[config.mk]
export PLATFORM = sky130hd
export DESIGN_NAME = surf_addr_bank
export DESIGN_NICKNAME = d
export VERILOG_FILES = /design/src/rtl/surf_bank_pkg.sv /design/src/rtl/surf_addr_decode.sv /design/src/rtl/surf_geom_regs.sv /design/src/rtl/surf_pair_flags.sv /design/src/rtl/surf_addr_bank.sv
export SDC_FILE = /design/constraint.sdc
export NUM_CORES = 1
export LEC_CHECK = 0
export BUFFER_PORTS_ARGS = -buffer_cell sky130_fd_sc_hd__buf_2
export CORE_UTILIZATION = 30
export CTS_BUF_LIST = sky130_fd_sc_hd__clkbuf_8
export DETAILED_ROUTE_END_ITERATION = 10
export MAX_ROUTING_LAYER = met4
export SETUP_SLACK_MARGIN = 0.15
export SYNTH_ARGS = -nofsm -noshare
export SYNTH_HDL_FRONTEND = slang
export SYNTH_SLANG_ARGS = --single-unit
[constraint.sdc]
create_clock -name clk_i -period 4.24 [get_ports clk_i]
set_clock_uncertainty 0.15 [all_clocks]
set_input_delay 0.424 -clock clk_i [delete_from_list [all_inputs] [get_ports clk_i]]
set_output_delay 0.424 -clock clk_i [all_outputs]
set_load 0.005 [all_outputs]
[src/rtl/surf_bank_pkg.sv]
package surf_bank_pkg;
  localparam int unsigned ADDR_W  = 12;
  localparam int unsigned DATA_W  = 32;
  localparam int unsigned N_SURF  = 7;
  localparam int unsigned N_PITCH = 6;
  localparam int unsigned N_LOW   = N_SURF - 1;   // surfaces in the contiguous bank
  localparam int unsigned FLD_W   = 4;
  localparam int unsigned FLAG_W  = N_SURF;
  localparam int unsigned FIELD_W = N_SURF * FLD_W;
  localparam int unsigned SUPPRESS_BIT = 20;

  localparam logic [ADDR_W-1:0] A_OFFS_LO  = 12'h820;
  localparam logic [ADDR_W-1:0] A_BASE_LO  = 12'h838;
  localparam logic [ADDR_W-1:0] A_PITCH_LO = 12'h850;
  localparam logic [ADDR_W-1:0] A_LIMIT_LO = 12'h864;
  localparam logic [ADDR_W-1:0] A_OFFS_HI  = 12'h880;
  localparam logic [ADDR_W-1:0] A_BASE_HI  = 12'h884;
  localparam logic [ADDR_W-1:0] A_PITCH_HI = 12'h888;
  localparam logic [ADDR_W-1:0] A_LIMIT_HI = 12'h88c;
  localparam logic [ADDR_W-1:0] A_CTRL     = 12'h890;
  localparam logic [ADDR_W-1:0] A_FLAG     = 12'h898;
  localparam logic [ADDR_W-1:0] A_FIELD    = 12'h89c;

  typedef enum logic [2:0] {
    K_NONE, K_OFFS, K_BASE, K_LIMIT, K_PITCH, K_CTRL, K_FLAG, K_FIELD
  } reg_kind_e;

  typedef struct packed {
    reg_kind_e  kind;
    logic [2:0] idx;
  } reg_sel_t;
endpackage

[src/rtl/surf_addr_decode.sv]
module surf_addr_decode
  import surf_bank_pkg::*;
(
  input  logic [ADDR_W-1:0] addr_i,
  output reg_sel_t          sel_o
);
  always_comb begin
    sel_o = '{kind: K_NONE, idx: 3'd0};
    for (int i = 0; i < int'(N_LOW); i++) begin
      if (addr_i == A_OFFS_LO + ADDR_W'(4 * i))
        sel_o = '{kind: K_OFFS, idx: 3'(i)};
      if (addr_i == A_BASE_LO + ADDR_W'(4 * i))
        sel_o = '{kind: K_BASE, idx: 3'(i)};
      if (addr_i == A_LIMIT_LO + ADDR_W'(4 * i))
        sel_o = '{kind: K_LIMIT, idx: 3'(i)};
    end
    for (int i = 0; i < int'(N_PITCH) - 1; i++) begin
      if (addr_i == A_PITCH_LO + ADDR_W'(4 * i))
        sel_o = '{kind: K_PITCH, idx: 3'(i)};
    end
    case (addr_i)
      A_OFFS_HI:  sel_o = '{kind: K_OFFS,  idx: 3'(N_SURF - 1)};
      A_BASE_HI:  sel_o = '{kind: K_BASE,  idx: 3'(N_SURF - 1)};
      A_LIMIT_HI: sel_o = '{kind: K_LIMIT, idx: 3'(N_SURF - 1)};
      A_PITCH_HI: sel_o = '{kind: K_PITCH, idx: 3'(N_PITCH - 1)};
      A_CTRL:     sel_o = '{kind: K_CTRL,  idx: 3'd0};
      A_FLAG:     sel_o = '{kind: K_FLAG,  idx: 3'd0};
      A_FIELD:    sel_o = '{kind: K_FIELD, idx: 3'd0};
      default: ;
    endcase
  end
endmodule

[src/rtl/surf_geom_regs.sv]
module surf_geom_regs
  import surf_bank_pkg::*;
#(
  parameter int unsigned OFFS_W     = 26,
  parameter logic [31:0] PITCH_MASK = 32'h0000fff0
) (
  input  logic              clk_i,
  input  logic              rst_ni,
  input  logic              we_i,
  input  reg_sel_t          sel_i,
  input  logic [DATA_W-1:0] wdata_i,
  output logic [DATA_W-1:0] rdata_o
);
  localparam logic [DATA_W-1:0] OFFS_MASK  = DATA_W'((64'd1 << OFFS_W) - 1);
  localparam logic [DATA_W-1:0] LIMIT_MASK = OFFS_MASK | 32'h8000_0000;

  logic [DATA_W-1:0] offs_q  [N_SURF];
  logic [DATA_W-1:0] base_q  [N_SURF];
  logic [DATA_W-1:0] limit_q [N_SURF];
  logic [DATA_W-1:0] pitch_q [N_PITCH];

  for (genvar s = 0; s < int'(N_SURF); s++) begin : g_surf
    logic hit;
    assign hit = we_i && (sel_i.idx == 3'(s));
    always_ff @(posedge clk_i or negedge rst_ni) begin
      if (!rst_ni) begin
        offs_q[s]  <= '0;
        base_q[s]  <= '0;
        limit_q[s] <= '0;
      end else if (hit) begin
        if (sel_i.kind == K_OFFS)  offs_q[s]  <= wdata_i & OFFS_MASK;
        if (sel_i.kind == K_BASE)  base_q[s]  <= wdata_i & OFFS_MASK;
        if (sel_i.kind == K_LIMIT) limit_q[s] <= wdata_i & LIMIT_MASK;
      end
    end
  end

  for (genvar p = 0; p < int'(N_PITCH); p++) begin : g_pitch
    always_ff @(posedge clk_i or negedge rst_ni) begin
      if (!rst_ni)
        pitch_q[p] <= '0;
      else if (we_i && sel_i.kind == K_PITCH && sel_i.idx == 3'(p))
        pitch_q[p] <= wdata_i & PITCH_MASK;
    end
  end

  always_comb begin
    rdata_o = '0;
    for (int s = 0; s < int'(N_SURF); s++) begin
      if (sel_i.idx == 3'(s)) begin
        if (sel_i.kind == K_OFFS)  rdata_o = offs_q[s];
        if (sel_i.kind == K_BASE)  rdata_o = base_q[s];
        if (sel_i.kind == K_LIMIT) rdata_o = limit_q[s];
      end
    end
    for (int p = 0; p < int'(N_PITCH); p++) begin
      if (sel_i.kind == K_PITCH && sel_i.idx == 3'(p)) rdata_o = pitch_q[p];
    end
  end
endmodule

[src/rtl/surf_pair_flags.sv]
module surf_pair_flags
  import surf_bank_pkg::*;
(
  input  logic               clk_i,
  input  logic               rst_ni,
  input  logic               we_i,
  input  reg_sel_t           sel_i,
  input  logic [DATA_W-1:0]  wdata_i,
  output logic [DATA_W-1:0]  ctrl_o,
  output logic [FLAG_W-1:0]  flag_o,
  output logic [FIELD_W-1:0] field_o,
  output logic [DATA_W-1:0]  rdata_o
);
  logic [DATA_W-1:0]  ctrl_q;
  logic [FLAG_W-1:0]  flag_q;
  logic [FIELD_W-1:0] field_q;
  logic               pair_clr;
  logic [FLAG_W-1:0]  flag_kill;
  logic [FIELD_W-1:0] field_kill;

  assign pair_clr = we_i && (sel_i.kind == K_OFFS || sel_i.kind == K_BASE)
                    && !ctrl_q[SUPPRESS_BIT];

  // surfaces sharing idx>>1 form a pair
  for (genvar j = 0; j < int'(N_SURF); j++) begin : g_kill
    assign flag_kill[j] = pair_clr && (3'(j >> 1) == (sel_i.idx >> 1));
    assign field_kill[j*FLD_W +: FLD_W] = {FLD_W{flag_kill[j]}};
  end

  always_ff @(posedge clk_i or negedge rst_ni) begin
    if (!rst_ni) begin
      ctrl_q  <= '0;
      flag_q  <= '0;
      field_q <= '0;
    end else if (we_i) begin
      if (sel_i.kind == K_CTRL)  ctrl_q  <= wdata_i;
      if (sel_i.kind == K_FLAG)  flag_q  <= wdata_i[FLAG_W-1:0];
      else                       flag_q  <= flag_q & ~flag_kill;
      if (sel_i.kind == K_FIELD) field_q <= wdata_i[FIELD_W-1:0];
      else                       field_q <= field_q & ~field_kill;
    end
  end

  assign ctrl_o  = ctrl_q;
  assign flag_o  = flag_q;
  assign field_o = field_q;

  always_comb begin
    unique case (sel_i.kind)
      K_CTRL:  rdata_o = ctrl_q;
      K_FLAG:  rdata_o = DATA_W'(flag_q);
      K_FIELD: rdata_o = DATA_W'(field_q);
      default: rdata_o = '0;
    endcase
  end
endmodule

[src/rtl/surf_addr_bank.sv]
module surf_addr_bank
  import surf_bank_pkg::*;
#(
  parameter int unsigned OFFS_W     = 26,
  parameter logic [31:0] PITCH_MASK = 32'h0000fff0
) (
  input  logic              clk_i,
  input  logic              rst_ni,
  input  logic              wr_en_i,
  input  logic [ADDR_W-1:0] addr_i,
  input  logic [DATA_W-1:0] wdata_i,
  output logic [DATA_W-1:0] rdata_o,
  output logic              offs_valid_o,
  output logic              pitch_valid_o
);
  reg_sel_t           sel;
  logic [DATA_W-1:0]  geom_rdata, flag_rdata;
  logic [DATA_W-1:0]  ctrl_q;
  logic [FLAG_W-1:0]  flag_q;
  logic [FIELD_W-1:0] field_q;
  logic               offs_seen_q, pitch_seen_q;

  surf_addr_decode u_dec (.addr_i(addr_i), .sel_o(sel));

  surf_geom_regs #(.OFFS_W(OFFS_W), .PITCH_MASK(PITCH_MASK)) u_geom (
    .clk_i(clk_i), .rst_ni(rst_ni), .we_i(wr_en_i), .sel_i(sel),
    .wdata_i(wdata_i), .rdata_o(geom_rdata)
  );

  surf_pair_flags u_flags (
    .clk_i(clk_i), .rst_ni(rst_ni), .we_i(wr_en_i), .sel_i(sel),
    .wdata_i(wdata_i), .ctrl_o(ctrl_q), .flag_o(flag_q), .field_o(field_q),
    .rdata_o(flag_rdata)
  );

  always_ff @(posedge clk_i or negedge rst_ni) begin
    if (!rst_ni) begin
      offs_seen_q  <= 1'b0;
      pitch_seen_q <= 1'b0;
    end else if (wr_en_i) begin
      if (sel.kind == K_OFFS)  offs_seen_q  <= 1'b1;
      if (sel.kind == K_PITCH) pitch_seen_q <= 1'b1;
    end
  end

  assign rdata_o       = geom_rdata | flag_rdata;
  assign offs_valid_o  = offs_seen_q;
  assign pitch_valid_o = pitch_seen_q;
endmodule

==> results.py <==
metrics = {
    "placed_design": {
        "port-buffer-count": 80,
        "post_dp_cell_area_um2": 36700,
        "gp_congestion": 0.898,
        "dp_slack_ns": -0.154,
        "dp_hpwl_mm": 73.7,
    },
    "floorplanning": {
        "pin_count": 81,
        "rows": 121,
        "coreArea_um2": 109000,
        "die_area_um2": 112000,
        "start_util": 0.303,
        "die_w_um": 334,
        "die_h_um": 334,
    },
    "cts": {
        "cts.sinks": 694,
        "cts_inserted_buffers": 117,
        "clock_latency_ns": 0.77,
        "path_clk_slew_ns": 0.06,
        "cts_tree": "built",
        "cts-root-buf": "clkbuf_8",
        "clockBufferDepth": 3,
        "h-tree-depth": 3,
    },
    "routing": {
        "routed_via_density": 5.44,
        "wirelength_mm": 112,
        "drt_iter0_drc": 2328,
        "antenna_left": 0,
        "wl_per_cell_um": 24.4,
        "via_count": 24872,
        "remaining_drc_errors": 0,
        "dr.pass1.iters": 7,
    },
    "setup_path": {
        "startpoint_type": "primary input",
        "slowest_delay_ns": 0.56,
        "ff2ff_path_depth": 5,
        "crit_arrival_ns": 3.56,
        "crit_path_start": "addr_i[9]",
        "cp-end-kind": "primary output",
        "slowest_stage": "or4b_4",
        "critPathKind": "primary input to primary output",
        "cp_common_cell": "buf_4",
        "crit_required_ns": 3.67,
        "r2r_start": "u_flags.ctrl_o[20]",
        "worstPathCellList": "buf_2 > or4b_4 > buf_4 > a211oi_2 > buf_4 > o21ai_1 > nand4_1 > buf_4 > buf_4 > o31ai_1 > a2111oi_2 > buf_4 > o2111ai_1 > buf_2",
        "critical_path.max_fanout": 6,
        "reg2reg_slack_ns": 2.01,
        "regToRegEndpoint": "u_flags.field_o[27]",
        "cp-endpoint": "rdata_o[22]",
    },
    "timing": {
        "fin_crit_ns": 4.13,
        "setup-violations-final": 0,
        "fmax_mhz": 242,
        "rsz0062_at_grt": "true",
        "layout_setup_ws_ns": 0.110,
        "hold_slack_ns": 0.0451,
        "relSlewSlack": 0.238,
        "worstMarginPinSlew_ns": 1.13,
        "setup-tns-final_ns": 0,
        "final_max_slew_viol_count": 0,
        "period_share": 0.974,
        "hold_viol_final": 0,
    },
    "cells_and_area": {
        "syn_to_final_growth_pct": 19.7,
        "nets": 3045,
        "multiInputGateArea_um2": 14900,
        "final_cell_mix": "dfrtp_1 (694), mux2_2 (595), nand2_1 (224), buf_4 (216), a21oi_1 (168)",
        "fillerInstances": 10732,
        "layout_commonest_cell": "dfrtp_1",
        "stdcell_area_um2": 39600,
        "ff_latch_area_um2": 17400,
        "drive_gt1_frac": 0.387,
    },
    "yosys": {
        "synthCells": 2768,
        "synth_nets": 2815,
        "syn_avg_cell_area_um2": 12.0,
        "synth_edf_count": 0,
        "ys_seq_area_frac": 0.525,
        "synth-seq-cells": 694,
        "synthTopCellsByArea": "dfrtp_1 (52%), mux2_2 (20%), mux2_1 (2.9%), a21oi_1 (2.6%), nand2_1 (2.6%)",
        "synth_top_area_share": 0.525,
        "ys.flop_type": "dfrtp_1",
        "synth_top_cell_by_area": "dfrtp_1",
        "ys_async_sr_fraction": 1.00,
        "synth_cell_types": 87,
        "yosys_warnings": 0,
        "syn_area_um2": 33100,
    },
    "worst_hold_path": {
        "holdCritPathClass": "primary input to flip-flop",
        "hold_start": "wdata_i[23]",
    },
    "global_route": {
        "first_global_vias": 24913,
        "grt_usage": 0.204,
        "antenna_found_initial": 4,
        "grt_pass1_wl_mm": 167,
        "grt_max_degree": 88,
        "overflow": 0,
    },
    "power": {
        "p_leak_nw": 18.8,
        "powerDensity_nw_per_um2": 341,
        "finalPower_mw": 13.5,
        "ir_drop_mv": 0.226,
    },
    "outcome": {
        "status": "finished clean",
    },
    "job": {
        "maxCapViolCount": 0,
    },
}
==> cells by family (layout without fill, tap and decap cells) <==
group           after synthesis  count (layout)  share of synthesized area
mux                         734             734                      0.249
flops                       694             694                      0.525
compound gates              593             593                      0.119
simple gates                489             489                     0.0713
buf+inv                     256             579                     0.0356
xor+xnor                      2               2                   0.000529
other cells                   0               5                          0
==> worst min path at each step <==
| stage | cells past startpoint | endpoint | slack (ns) |
|---|---|---|---|
| finish | 2 | u_flags.field_o[23] | 0.05 |
| global route | 2 | u_flags.field_o[20] | 0.04 |
| CTS | 2 | u_flags.field_o[23] | 0.002 |
| detailed placement | 1 | pitch_valid_o | 0.31 |
| global placement | 1 | pitch_valid_o | 0.30 |
| floorplan | 0 | offs_valid_o | -0.02 |
==> where the power goes <==
part / internal, mW / leakage, nW / switching [mW]
Sequential: 6.66 / 9.69 / 0.0198
Clock: 3.36 / 1.42 / 2.83
Combinational: 0.180 / 7.65 / 0.463
==> metal layers <==
layer / global-route usage / vias to the layer above / wire length (um) / share of wire
met5: - / - / 0 / 0
met4: 0.0791 / 0 / 4440 / 0.040
met3: 0.0308 / 246 / 6920 / 0.062
met2: 0.309 / 908 / 50600 / 0.45
met1: 0.274 / 13038 / 49600 / 0.44
li1: - / 10680 / - / -
==> cell type report <==
class                      instances  area share
sequential                       694       0.438
clock inverter                    58     0.00824
tap                             1476      0.0466
clock buffer                     154      0.0535
timing repair buffer             357      0.0767
antenna                            5    0.000316
inverter                          10    0.000947
multi-input combinational       1818       0.375
==> critical path, delay by kind of cell <==
kind,cells,cell delay [ns]
buffers and inverters,7,1.20
AOI/OAI and AO/OA,5,1.14
and+or+nand+nor,2,0.78
==> cell usage after synthesis, drive strengths merged, types with 14 or more instances <==
master  number
nand2      229
buf        117
a211oi      19
clkbuf     129
nor2        94
a22oi       42
a22o        39
o21ai      100
nand3       46
mux2i       51
nor4        15
mux2       681
a221oi      16
dfrtp      694
o22ai       56
nand4       14
a21oi      175
nor3        33
==> state kept, by name, summed over array words and instances (netlist names) <==
name	flops
u_geom.limit_q	189
u_geom.base_q	182
u_geom.offs_q	182
u_geom.pitch_q	72
u_flags.ctrl_o	32
u_flags.field_o	28
u_flags.flag_o	7
offs_valid_o	1
pitch_valid_o	1
==> timing repair <==
action | in CTS | in global routing
pin swaps | 2 | 4
endpoints found under the setup margin | 21 | 26
buffers inserted | 2 | 5
endpoints found under the hold margin | 90 | 0
hold buffers | 15 | 0
resized for setup | 17 | 35
gates cloned | 1 | 0
==> metrics by stage <==
stage | cells | utilization
after CTS | 4562 | 0.361
after floorplan | 2768 | -
after global routing | 4572 | 0.363
after detailed placement | 4332 | 0.336
after global placement | 4332 | 0.336
final | 4572 | 0.363
(Power assumes the default switching activity.)
